[src/rtl/tx_autorel_mgr.sv]
module tx_autorel_mgr #(
  parameter int PNUM_W = 6,
  parameter int QDEPTH = 16,
  parameter int CDEPTH = 16
) (
  input  logic              clk,
  input  logic              rst_n,
  input  logic              auto_rel,
  input  logic              enq_valid,
  input  logic [PNUM_W-1:0] enq_pnum,
  output logic              q_full,
  output logic              q_empty,
  input  logic              tx_en_set,
  output logic              tx_en,
  output logic              cur_valid,
  output logic [PNUM_W-1:0] cur_pnum,
  input  logic              done_valid,
  input  logic              done_ok,
  output logic              rel_valid,
  output logic [PNUM_W-1:0] rel_pnum,
  output logic              cf_valid,
  output logic [PNUM_W-1:0] cf_pnum,
  output logic              cf_ok,
  input  logic              cf_pop,
  output logic              irq_tx,
  output logic              irq_empty,
  input  logic              empty_ack,
  output logic              fault_valid,
  output logic [PNUM_W-1:0] fault_pnum
);
  localparam int QAW = (QDEPTH > 1) ? $clog2(QDEPTH) : 1;
  localparam int CAW = (CDEPTH > 1) ? $clog2(CDEPTH) : 1;

  logic [PNUM_W-1:0] q_mem [QDEPTH];
  logic [QAW-1:0]    q_wp, q_rp;
  logic [QAW:0]      q_cnt;
  logic [PNUM_W:0]   c_mem [CDEPTH];
  logic [CAW-1:0]    c_wp, c_rp;
  logic [CAW:0]      c_cnt;
  logic              fault;

  assign q_full    = q_cnt == (QAW+1)'(QDEPTH);
  assign q_empty   = q_cnt == '0;
  assign cur_valid = tx_en && !q_empty;
  assign cur_pnum  = q_empty ? '0 : q_mem[q_rp];

  wire q_push = enq_valid && !q_full;
  wire fire   = done_valid && cur_valid;
  wire q_pop  = fire && done_ok;
  wire c_full = c_cnt == (CAW+1)'(CDEPTH);
  wire c_push = fire && !auto_rel && !c_full;
  wire c_take = cf_pop && cf_valid;

  assign cf_valid    = c_cnt != '0;
  assign cf_pnum     = c_mem[c_rp][PNUM_W-1:0];
  assign cf_ok       = c_mem[c_rp][PNUM_W];
  assign irq_tx      = cf_valid || fault;
  assign fault_valid = fault;
  assign fault_pnum  = cur_pnum;

  always_ff @(posedge clk) begin
    if (q_push) q_mem[q_wp] <= enq_pnum;
    if (c_push) c_mem[c_wp] <= {done_ok, cur_pnum};
  end

  always_ff @(posedge clk) begin
    if (!rst_n) begin
      q_wp <= '0; q_rp <= '0; q_cnt <= '0;
      c_wp <= '0; c_rp <= '0; c_cnt <= '0;
      tx_en <= 1'b0; fault <= 1'b0; irq_empty <= 1'b0;
      rel_valid <= 1'b0; rel_pnum <= '0;
    end else begin
      if (q_push) q_wp <= (q_wp == QAW'(QDEPTH-1)) ? '0 : q_wp + 1'b1;
      if (q_pop)  q_rp <= (q_rp == QAW'(QDEPTH-1)) ? '0 : q_rp + 1'b1;
      q_cnt <= q_cnt + (QAW+1)'(q_push) - (QAW+1)'(q_pop);
      if (c_push) c_wp <= (c_wp == CAW'(CDEPTH-1)) ? '0 : c_wp + 1'b1;
      if (c_take) c_rp <= (c_rp == CAW'(CDEPTH-1)) ? '0 : c_rp + 1'b1;
      c_cnt <= c_cnt + (CAW+1)'(c_push) - (CAW+1)'(c_take);
      if (fire && !done_ok) begin
        tx_en <= 1'b0;
        fault <= 1'b1;
      end else if (tx_en_set) begin
        tx_en <= 1'b1;
        fault <= 1'b0;
      end
      if (q_push || empty_ack)                   irq_empty <= 1'b0;
      else if (q_pop && q_cnt == (QAW+1)'(1))    irq_empty <= 1'b1;
      rel_valid <= q_pop && auto_rel;
      rel_pnum  <= cur_pnum;
    end
  end

  AST_NO_OVERFLOW: assert property (@(posedge clk) disable iff (!rst_n)
    q_full |=> q_cnt <= (QAW+1)'(QDEPTH));
  AST_FATAL_HALT: assert property (@(posedge clk) disable iff (!rst_n)
    (done_valid && cur_valid && !done_ok) |=> (!tx_en && !rel_valid && fault_valid));
  AST_HEAD_KEPT: assert property (@(posedge clk) disable iff (!rst_n)
    (done_valid && cur_valid && !done_ok && !tx_en_set) |=> cur_pnum == $past(cur_pnum));
  AST_AUTO_NO_ENTRY: assert property (@(posedge clk) disable iff (!rst_n)
    (auto_rel && done_valid && cur_valid && done_ok) |=> c_cnt <= $past(c_cnt));
  AST_NO_REL_NORMAL: assert property (@(posedge clk) disable iff (!rst_n)
    (!auto_rel && done_valid) |=> !rel_valid);
  AST_EMPTY_CLR: assert property (@(posedge clk) disable iff (!rst_n)
    (enq_valid && !q_full) |=> !irq_empty);
  AST_IGNORED_DONE: assert property (@(posedge clk) disable iff (!rst_n)
    (done_valid && !cur_valid && !enq_valid) |=> (q_cnt == $past(q_cnt) && !rel_valid));
endmodule

[config.mk]
export PLATFORM = sky130hd
export DESIGN_NAME = tx_autorel_mgr
export DESIGN_NICKNAME = d
export VERILOG_FILES = /design/src/rtl/tx_autorel_mgr.sv
export SDC_FILE = /design/constraint.sdc
export NUM_CORES = 1
export LEC_CHECK = 0
export BUFFER_PORTS_ARGS = -buffer_cell sky130_fd_sc_hd__buf_2
export CORE_AREA = 5 5 166 168
export CTS_BUF_LIST = sky130_fd_sc_hd__clkbuf_8
export DETAILED_ROUTE_END_ITERATION = 16
export DIE_AREA = 0 0 171 173
export GPL_TIMING_DRIVEN = 1
export SETUP_SLACK_MARGIN = 0.4
export SKIP_CTS_REPAIR_TIMING = 1
export SLEW_MARGIN = 15
export SYNTH_ARGS = -nofsm -noshare
export SYNTH_HDL_FRONTEND = slang
export SYNTH_SLANG_ARGS = --single-unit
[constraint.sdc]
create_clock -name clk -period 3.6 [get_ports clk]
set_input_delay 0.54 -clock clk [delete_from_list [all_inputs] [get_ports clk]]
set_output_delay 0.54 -clock clk [all_outputs]
set_load 0.01 [all_outputs]
## Yosys cells after proc, flatten, opt, wreduce, memory -nomap -nowiden

Memories as Yosys holds them, arrays and structs flattened. A register that Yosys moved wholly into a read port is not among the register bits.
Cells that the tools add are included.

| word-level totals | value |
|---|---|
| bits in writable memories | 208 |
| register bits | 36 |
| memories | 2 |
| input bits | 15 |
| word-level logic and storage cells | 66 |
| output and inout bits | 34 |

| operators by class | value |
|---|---|
| muxes and demuxes | 15 |
| equal/unequal tests | 7 |
| bitwise operators | 1 |
| add/sub/neg operators | 8 |
| reductions and logical operators | 22 |

Memories:

| name | words | bits a word | read ports | clocked after Yosys merged registers in | write ports | line | RTL |
|---|---|---|---|---|---|---|---|
| c_mem | 16 | 7 | 1 | 1 | 1 | 37 | `logic [PNUM_W:0] c_mem [CDEPTH];` |
| q_mem | 16 | 6 | 1 | 1 | 1 | 34 | `logic [PNUM_W-1:0] q_mem [QDEPTH];` |

Operators by type and width:

| operator | number |
|---|---|
| $mux W4 | 8 |
| $add A4 B1 Y4 const B | 4 |
| $eq A4 B4 Y1 const B | 4 |
| $add A5 B1 Y5 | 2 |
| $eq A5 B5 Y1 const B | 2 |
| $logic_and A1 B1 Y1 | 10 |
| $sub A5 B1 Y5 | 2 |
| $mux W1 | 6 |
| $mux W6 | 1 |
| $eq A5 B1 Y1 const B | 1 |
| $logic_not A1 Y1 | 5 |
| $logic_not A5 Y1 | 1 |
| $reduce_bool A5 Y1 | 1 |
| $reduce_or A2 Y1 | 2 |
| $logic_or A1 B1 Y1 | 2 |
| $reduce_bool A2 Y1 | 1 |
| $not A1 Y1 | 1 |

## Depth between registers and ports, before layout

Gate-level depths: netlist (run 1).

| logic depth | value |
|---|---|
| depth after elaboration | 8 |
| mapped depth | 15 |
| mapped depth without buffers | 14 |

## Worst setup path before layout (run 1)

No wires, ideal clock.

| timing path | value |
|---|---|
| kind | register to register |
| start point | reg q_cnt[3] |
| end point | reg q_cnt[4] |
| library setup time | 0.130 ns |
| cell stages (with the launch flop) | 15 |
| data required time | 3.470 ns |
| data arrival time | 2.698 ns |
| slack | 0.772 ns |
| buffers on the path | 0 |
| clock period less this slack | 2.828 ns |
| cell sequence | dfxtp_1 > inv_1 > ha_1 > or4b_4 > nand4_1 > inv_1 > ha_1 > inv_1 > ha_1 > inv_1 > fa_1 > nand2b_1 > a21oi_1 > o21ai_0 > nor3b_1 |

| on the way | value |
|---|---|
| cells in the longest elaborated chain, start to end | 6 |
| elaborated cells on any way between the ends | 10 |
| classes of those cells | 2 x add/sub; 1 x eq/ne; 7 x reduce/logical |

RTL lines:

| element | line | RTL |
|---|---|---|
| start: declaration | 36 | `logic [QAW:0] q_cnt;` |
| start signal: assignment | 75 | `q_cnt <= q_cnt + (QAW+1)'(q_push) - (QAW+1)'(q_pop);` |
| parallel branches: the longest is 5 deep, another holds $add A5 B1 Y5 | -- |  |
| $sub A5 B1 Y5 (*) | 75 |  |

Every way passes the cells marked *.
A chain may end at the register's enable or synchronous reset.

==> results.json, run 1 <==
{
  "r2r-start": "q_cnt[2]",
  "grt_use_total_pct": 14.15,
  "crit_type": "reg -> out",
  "critPathLaunchType": "flop",
  "vias": 5428,
  "powerDensity_nw_per_um2": 641.4,
  "antenna_found_initial": 0,
  "final_max_slew_viol_count": 0,
  "hold_start": "empty_ack",
  "worstPathMaxFanout": 24,
  "die_h_um": 173,
  "setup_viol": 0,
  "min_to": "irq_empty",
  "synth_edf_count": 208,
  "cts_root_buf": "clkbuf_8",
  "clkSlewWorstSetupHoldPaths_ns": 0.05,
  "syn_inst": 586,
  "rr_worst_depth": 14,
  "overflow": 0,
  "min_period_ns": 3.057,
  "die_x_um": 171,
  "yosysWarnings": 0,
  "remaining_drc_errors": 0,
  "portBuffers": 48,
  "cp.required_ns": 3.06,
  "dp.cells": 958,
  "clk_latency_ns": 0.55,
  "htreeDepth": 2,
  "critPathSlowestCell": "mux4_2",
  "tightest_slew_ns": 0.8193,
  "whs_path_depth": 2,
  "design_area_um2": 11720,
  "crit_path_end_kind": "primary output",
  "ioPinCount": 49,
  "syn_area_um2": 10140,
  "cts_tree": "built",
  "yosysSeqAreaShare_pct": 70.25,
  "hold_viol_final": 0,
  "setup_tns_ns": 0,
  "crit_family": "multiplexers",
  "cts.sinks": 252,
  "ys.flop_type": "edfxtp_1",
  "fin_skew_ns": 0.03178,
  "regToRegEndpoint": "q_cnt[4]",
  "rsz0062_at_grt": "no",
  "fmax_mhz": 327.1,
  "hp-class": "in -> reg",
  "rows": 59,
  "die_area_um2": 29580,
  "drive_gt1_share_pct": 29.50,
  "cts_buffer_depth": 3,
  "synthArstFlopShare_pct": 0,
  "worst_ep_arrival_time_ns": 2.52,
  "maxCapViolCount": 0,
  "diodes": 0,
  "ys_seq_elements": 252,
  "worst-path-buf-inv": 3,
  "drt-pass1-iter-count": 5,
  "synth_cell_types": 49,
  "wirelength_mm": 21.03,
  "drt_iter0_drc": 384,
  "status": "completed",
  "grt_pass1_vias": 5732,
  "cts_buffers": 42,
  "grt_pass1_wl_mm": 32.89,
  "ant_nets": 0,
  "syn_avg_cell_area_um2": 17.31,
  "nNetsFinal": 711,
  "vdd_drop_max_v": 0.0003091,
  "postPlaceCellArea_um2": 10810,
  "finalWeightedCongestion": 0.7383,
  "reg2reg_slack_ns": 0.58,
  "synthToLayoutAreaGrowth_pct": 15.55,
  "grt_max_degree": 29,
  "instances_no_fill": 1040,
  "slowest_delay_ns": 0.52,
  "path_cells": "buf_12 -> mux4_2 -> mux2i_1 -> mux2_2 -> nor2_1 -> buf_4 -> buf_2",
  "finalCritPeriodShare_pct": 84.91,
  "syn_nets": 625,
  "core_um2": 25760,
  "dp_hpwl_mm": 13.89,
  "start_util_pct": 39.38,
  "post_drt_wl_per_cell_um": 20.23,
  "via_per_inst": 5.219,
  "slew-limit-headroom_pct": 45.18,
  "static-leakage-power_nw": 4.020
}
state kept, by name (all words and copies together) (netlist names), named ones only:
register,cells
fault_valid,1
rel_valid,1
c_rp,4
c_mem,112
rel_pnum,6
q_cnt,5
tx_en,1
c_cnt,5
irq_empty,1
q_mem,96
q_rp,4
q_wp,4
c_wp,4
report_power, final:
group	internal, mW	switching [mW]
logic	0.623	0.886
clock network	1.34	1.13
registers	3.45	0.0961
total	5.41	2.11
cell type report:
type / count / area [um^2]
Clock inverter: 28 / 170.2
Multi-Input combinational cell: 278 / 2775
Fill cell: 2194 / 14040
Timing Repair Buffer: 74 / 460.4
Inverter: 24 / 92.59
Clock buffer: 49 / 674.4
Sequential cell: 252 / 7131
Tap cell: 335 / 419.2
Yosys cell counts (2+ instances only):
cell type | number | area [um^2]
xor2_1 | 3 | 26.28
buf_4 | 8 | 60.06
nor3b_1 | 4 | 30.03
nor3_1 | 6 | 30.03
nand2_1 | 30 | 112.6
fa_1 | 2 | 40.04
mux2_2 | 6 | 67.56
inv_1 | 21 | 78.83
and2_1 | 15 | 93.84
nor2b_1 | 2 | 12.51
clkbuf_1 | 12 | 45.04
buf_6 | 2 | 22.52
mux4_2 | 52 | 1171
a21o_1 | 3 | 22.52
edfxtp_1 | 208 | 6246
buf_1 | 3 | 11.26
nor2_1 | 37 | 138.9
nand3_1 | 7 | 35.03
nand2b_1 | 5 | 31.28
a22oi_1 | 14 | 105.1
a21oi_1 | 15 | 75.07
o21ai_0 | 5 | 25.02
nor4b_1 | 4 | 35.03
ha_1 | 22 | 275.3
xnor2_1 | 6 | 52.55
mux2i_1 | 16 | 160.2
and4_1 | 4 | 35.03
inv_2 | 2 | 7.510
dfxtp_1 | 44 | 880.8
a31oi_1 | 4 | 25.02
buf_2 | 6 | 30.03
cells by family after synthesis:
group	after synthesis	synth area share [%]
mux	74	13.79
compound gates	45	2.849
xor+xnor	9	0.7771
buf+inv	56	2.627
simple gates	126	6.599
flops	252	70.25
fa+ha+maj	24	3.108
how the worst max path moves through the flow:
stage | slack [ns] | start | end | depth (start not counted)
finish | 0.54 | flop | cur_pnum[5] | 7
global route | 0.40 | q_cnt[3] | q_cnt[4] | 14
CTS | 0.13 | flop | cur_pnum[0] | 6
detailed placement | 0.50 | q_cnt[3] | q_cnt[4] | 14
global placement | 0.62 | q_cnt[3] | q_cnt[4] | 14
floorplan | 0.77 | q_cnt[3] | q_cnt[4] | 14
stage by stage:
stage / setup WS (ns) / utilization [%] / total power [mW] / hold slack (ns)
6_report: 0.5432 / 45.50 / 7.518 / 0.1717
5_1_grt: 0.4005 / 45.50 / 7.913 / 0.1434
3_5_place_dp: 0.4975 / 41.97 / 5.100 / 0.5005
2_1_floorplan: 0.7720 / - / 4.569 / 0.4625
3_3_place_gp: 0.6196 / 41.97 / 5.036 / 0.5008
4_1_cts: 0.1286 / 45.25 / 7.585 / 0.1446
metal layers:
layer	wire length, um	share of wire [%]	vias to the layer above	GRT usage [%]
li1	-	-	2445	-
met1	9294	44	2795	20.05
met2	10100	48	159	22.41
met3	1271	6.0	29	2.945
met4	365	1.7	0	3.731
met5	0	0	-	0
cell usage in the layout, fill, tap and decap left out, types with 3 or more instances in the layout:
cell	Yosys	layout
nor2_1	37	35
a31oi_1	4	4
dfxtp_1	44	43
nand2b_1	5	5
nor3b_1	4	4
buf_2	6	48
and2_1	15	15
mux2i_1	16	16
nor3_1	6	6
and4_1	4	4
xnor2_1	6	6
xor2_1	3	3
ha_1	22	21
o21ai_0	5	5
mux4_2	52	52
clkbuf_8	0	49
a21oi_1	15	14
a21o_1	3	3
nor4b_1	4	4
edfxtp_1	208	208
nand3_1	7	7
clkinv_1	0	7
inv_2	2	3
buf_4	8	24
mux2_2	6	6
clkinv_2	0	8
nand2_1	30	30
a22oi_1	14	14
inv_1	21	27
Note: power is estimated with default switching activity, not from simulation.
==> run 2: changes to the inputs <==
Clock period 3.6 ns to 2.5 ns, I/O delays scaled along.
==> run 2 against run 1 <==
Compared with the run above:
- the run now ends with setup timing left
- cell area up 15%
- critical endpoint unchanged
- flip-flop and latch count unchanged
- wire length up 13%
- non-clock buffer count up 78
- register-to-register slack worse by 0.76 ns
- sequential share of layout area down 7.8 points
- cell count up 7.8%
- via count up 6.1%
- first-iteration DRC count down 5.7%
==> results.json, run 2 (synthesized netlist as in run 1, its figures left out) <==
{
  "wl_met2_mm": 12.40,
  "endpoint": "cur_pnum[5]",
  "reg2reg_slack_ns": -0.18,
  "slew-limit-headroom_pct": 41.13,
  "finalCritPeriodShare_pct": 108.8,
  "clkSlewWorstSetupHoldPaths_ns": 0.06,
  "critPathSlowestCell": "mux4_2",
  "worst_ep_arrival_time_ns": 2.34,
  "rsz0062_at_grt": "yes",
  "powerDensity_nw_per_um2": 923.9,
  "die_area_um2": 29580,
  "regArea_um2": 7139,
  "grt_pass1_vias": 5981,
  "fill_cells": 2023,
  "finalWeightedCongestion": 0.8003,
  "ioPinCount": 49,
  "final_util_pct": 52.29,
  "hold_viol_final": 0,
  "remaining_drc_errors": 0,
  "reg_top3": "c_mem: 112 flops, q_mem: 96 flops, rel_pnum: 6 flops",
  "crit_type": "reg -> out",
  "multiInputGateArea_um2": 3344,
  "setup_viol": 15,
  "rows": 59,
  "fmax_mhz": 367.8,
  "cts_buffer_depth": 3,
  "final_max_slew_viol_count": 0,
  "hold-worst-slack_ns": 0.1397,
  "synthToLayoutAreaGrowth_pct": 32.80,
  "hp-class": "in -> reg",
  "diodes": 0,
  "cts.sinks": 252,
  "dp.cells": 987,
  "rr_worst_depth": 14,
  "core_um2": 25760,
  "drt-pass1-iter-count": 4,
  "portBuffers": 48,
  "wl_met1_mm": 9.932,
  "worstPathMaxFanout": 7,
  "violations": "setup timing",
  "antenna_found_initial": 0,
  "start_util_pct": 39.38,
  "final_cell_mix": "edfxtp_1 (208), mux4_2 (52), buf_4 (46)",
  "cts_root_buf": "clkbuf_8",
  "post_drt_wl_per_cell_um": 21.20,
  "path_cells": "clkbuf_16 -> mux4_2 -> mux2i_2 -> mux2_4 -> nor2_4 -> buf_6",
  "postPlaceCellArea_um2": 11320,
  "fin_skew_ns": 0.02319,
  "instances_no_fill": 1121,
  "fin_ws_ns": -0.2190,
  "regToRegEndpoint": "q_cnt[4]",
  "status": "complete, but fails checks",
  "grt_max_degree": 29,
  "cts_tree": "built",
  "setup_tns_ns": -2.534,
  "drive_gt1_share_pct": 47.84,
  "wirelength_mm": 23.76,
  "dr.max_layer_used": "met4",
  "largest_reg_flops": 112,
  "min_period_ns": 2.719,
  "cp.required_ns": 2.12,
  "vias": 5760,
  "tightest_slew_ns": 0.8798,
  "static-leakage-power_nw": 4.689,
  "crit_path_end_kind": "primary output",
  "design_area_um2": 13470,
  "die_x_um": 171,
  "final_common_cell": "edfxtp_1",
  "largest_register": "c_mem",
  "overflow": 0,
  "maxCapViolCount": 0,
  "pre_cts_slack_ns": -0.1996,
  "grt_use_total_pct": 15.04,
  "via_per_inst": 5.138,
  "r2r-start": "q_cnt[3]",
  "p_total_mw": 12.45,
  "ant_nets": 0,
  "grt_pass1_wl_mm": 34.51,
  "htreeDepth": 2,
  "wl_met3_mm": 1.015,
  "critPathLaunchType": "flop",
  "clk_latency_ns": 0.55,
  "dp_hpwl_mm": 14.51,
  "nNetsFinal": 790,
  "die_h_um": 173,
  "vdd_drop_max_v": 0.0005394,
  "cts_buffers": 43,
  "slowest_delay_ns": 0.55,
  "drt_iter0_drc": 362
}
[run 2: critical path, delay by kind of cell (launching register included)]
kind | cells | cell delay, ns
mux | 3 | 0.99
flops | 1 | 0.42
buf+inv | 2 | 0.30
simple gates | 1 | 0.07
[run 2: how the worst min path moves through the flow]
stage | start | end | slack, ns | cells past startpoint
4_1_cts | empty_ack | irq_empty | -0.03 | 2
3_5_place_dp | q_rp[1] | flop | 0.51 | 2
2_1_floorplan | empty_ack | irq_empty | 0.45 | 1
5_1_grt | auto_rel | rel_valid | 0.14 | 2
6_report | tx_en_set | tx_en | 0.14 | 3
3_3_place_gp | q_rp[1] | q_rp[1] | 0.48 | 2
[run 2: layer usage]
layer  GRT usage, %  up-vias
li1               -     2607
met1          20.00     2975
met2          25.11      143
met3          3.174       35
met4          4.061        0
met5              0        -
[run 2: power by group]
group | total [mW] | internal, mW | switching, mW
sequential | 5.08 | 4.97 | 0.111
clock | 3.64 | 1.95 | 1.69
combinational | 3.72 | 1.95 | 1.77
total | 12.4 | 8.87 | 3.57
[run 2: final cells by class]
type	count	area share, %
Clock buffer	43	4.393
Clock inverter	37	1.895
Inverter	24	0.7616
Multi-Input combinational cell	278	24.83
Sequential cell	252	53.00
Tap cell	335	3.111
Timing Repair Buffer	152	12.02
==> run 3: changes to the inputs <==
Settings changed: CORE_AREA 5 5 166 168 to 5 5 157 159, DIE_AREA 0 0 171 173 to 0 0 162 164.
==> run 3 against run 2 <==
Compared with the run above:
- the run still ends with setup timing left
- sequential share of layout area increased by 0.77 points
- core utilization rose by 5.1 points
- clock skew increased by 0.016 ns
- cell area shrank 1.4%
- maximum frequency rose by 0.92%
- register-to-register slack improved by 0.03 ns
- first-iteration DRC count grew 8.0%
- sequential power about the same
- die area fell by 10%
- cell count fell by 4.3%
- critical path type unchanged
- critical endpoint is now fault_pnum[2]
==> results.json, run 3 (synthesized netlist as in run 1, its figures left out) <==
{
  "drt-pass1-iter-count": 5,
  "synthToLayoutAreaGrowth_pct": 30.90,
  "largest_register": "c_mem",
  "rows": 56,
  "postPlaceCellArea_um2": 11290,
  "cts_root_buf": "clkbuf_8",
  "ioPinCount": 49,
  "instances_no_fill": 1073,
  "cp.required_ns": 2.12,
  "cts_buffer_depth": 3,
  "tightest_slew_ns": 0.7660,
  "fmax_mhz": 371.1,
  "drive_gt1_share_pct": 46.87,
  "finalWeightedCongestion": 0.8077,
  "nNetsFinal": 791,
  "clk_latency_ns": 0.54,
  "vias": 5807,
  "fin_ws_ns": -0.1943,
  "worstPathMaxFanout": 8,
  "post_drt_wl_per_cell_um": 21.00,
  "dp_hpwl_mm": 14.18,
  "design_area_um2": 13280,
  "path_cells": "buf_12 -> buf_4 -> buf_6 -> mux4_2 -> mux2i_1 -> mux2_4 -> nor2_4 -> buf_6",
  "diodes": 0,
  "overflow": 0,
  "largest_reg_flops": 112,
  "wirelength_mm": 22.54,
  "min_period_ns": 2.694,
  "maxCapViolCount": 0,
  "hp-class": "in -> reg",
  "via_per_inst": 5.412,
  "setup_viol": 16,
  "fin_skew_ns": 0.03894,
  "p_total_mw": 12.28,
  "vdd_drop_max_v": 0.0006533,
  "critPathLaunchType": "flop",
  "drt_iter0_drc": 391,
  "die_area_um2": 26570,
  "rsz0062_at_grt": "yes",
  "worst_ep_arrival_time_ns": 2.32,
  "crit_path_end_kind": "primary output",
  "dp.cells": 946,
  "grt_pass1_wl_mm": 33.17,
  "die_x_um": 162,
  "ant_nets": 0,
  "cts_buffers": 42,
  "critPathSlowestCell": "dfxtp_4",
  "r2r-start": "q_cnt[3]",
  "portBuffers": 48,
  "final_cell_mix": "edfxtp_1 (208), buf_4 (62), mux4_2 (52)",
  "clkSlewWorstSetupHoldPaths_ns": 0.06,
  "grt_use_total_pct": 16.34,
  "cts_tree": "built",
  "powerDensity_nw_per_um2": 925.1,
  "cpMostUsedCell": "buf_6",
  "cts.sinks": 252,
  "crit_type": "reg -> out",
  "hold_viol_final": 0,
  "final_max_slew_viol_count": 0,
  "start_util_pct": 43.87,
  "htreeDepth": 2,
  "violations": "setup timing",
  "die_h_um": 164,
  "slew-limit-headroom_pct": 48.74,
  "grt_pass1_vias": 5863,
  "core_um2": 23120,
  "final_common_cell": "edfxtp_1",
  "status": "complete, but fails checks",
  "reg_top3": "c_mem: 112 flops, q_mem: 96 flops, rel_pnum: 6 flops",
  "antenna_found_initial": 0,
  "remaining_drc_errors": 0,
  "slowest_delay_ns": 0.36,
  "grt_max_degree": 29,
  "hold_start": "tx_en_set",
  "static-leakage-power_nw": 4.623,
  "finalCritPeriodShare_pct": 107.8
}
-- run 3: changes by cell type in the layout (fill, tap and decap cells not counted), sizes merged --
cell      before  now
clkinvlp       1    3
clkinv        20   12
buf          145  148
-- run 3: path summary, 6_finish.rpt --
check	to	slack [ns]	depth (start not counted)
setup / recovery	fault_pnum[2]	-0.19	8
hold / removal	tx_en	0.11	3
setup reg to reg	q_cnt[4]	-0.15	14
hold reg to reg	c_rp[1]	0.51	2
-- run 3: layer usage --
layer | GRT usage [%] | part of all wire [%] | vias to the layer above
met2 | 26.22 | 49 | 175
met5 | 0 | 0 | -
met3 | 3.563 | 5.6 | 30
met1 | 22.84 | 44 | 2988
met4 | 4.537 | 1.5 | 0
li1 | - | - | 2614
-- run 3: layout make-up --
class / count / area [um^2]
repair buffers: 154 / 1506
fillers: 1763 / 9843
multi-input cells: 278 / 3338
clock inverters: 31 / 224.0
clock buffers: 44 / 605.6
well taps: 290 / 362.8
inverters: 24 / 102.6
flip-flops and latches: 252 / 7139
-- run 3: power breakdown --
part,total [mW],leakage [nW],internal (mW),switching [mW]
logic,3.66,1.91,1.91,1.75
registers,5.09,2.24,4.97,0.115
clock network,3.54,0.464,1.96,1.58
total,12.3,4.62,8.84,3.44
-- run 3: metrics by stage --
| step | setup WS, ns | setup TNS [ns] | hold WS (ns) | utilization (%) |
|---|---|---|---|---|
| detailed placement | -0.1166 | -0.2242 | 0.5072 | 48.85 |
| global route | -0.3081 | -4.486 | 0.1084 | 57.43 |
| floorplan | -0.1537 | -0.2355 | 0.4537 | - |
| finish | -0.1943 | -2.347 | 0.1116 | 57.43 |
| CTS | -0.6077 | -7.517 | -0.04091 | 52.44 |
| global placement | -0.06421 | -0.06421 | 0.4819 | 48.85 |
-- run 3: critical path: cells and delay by family (launching register included) --
kind	cells	cell delay (ns)
buffers and inverters	4	0.53
flip-flops	1	0.36
multiplexers	3	0.66
AND/OR/NAND/NOR	1	0.23
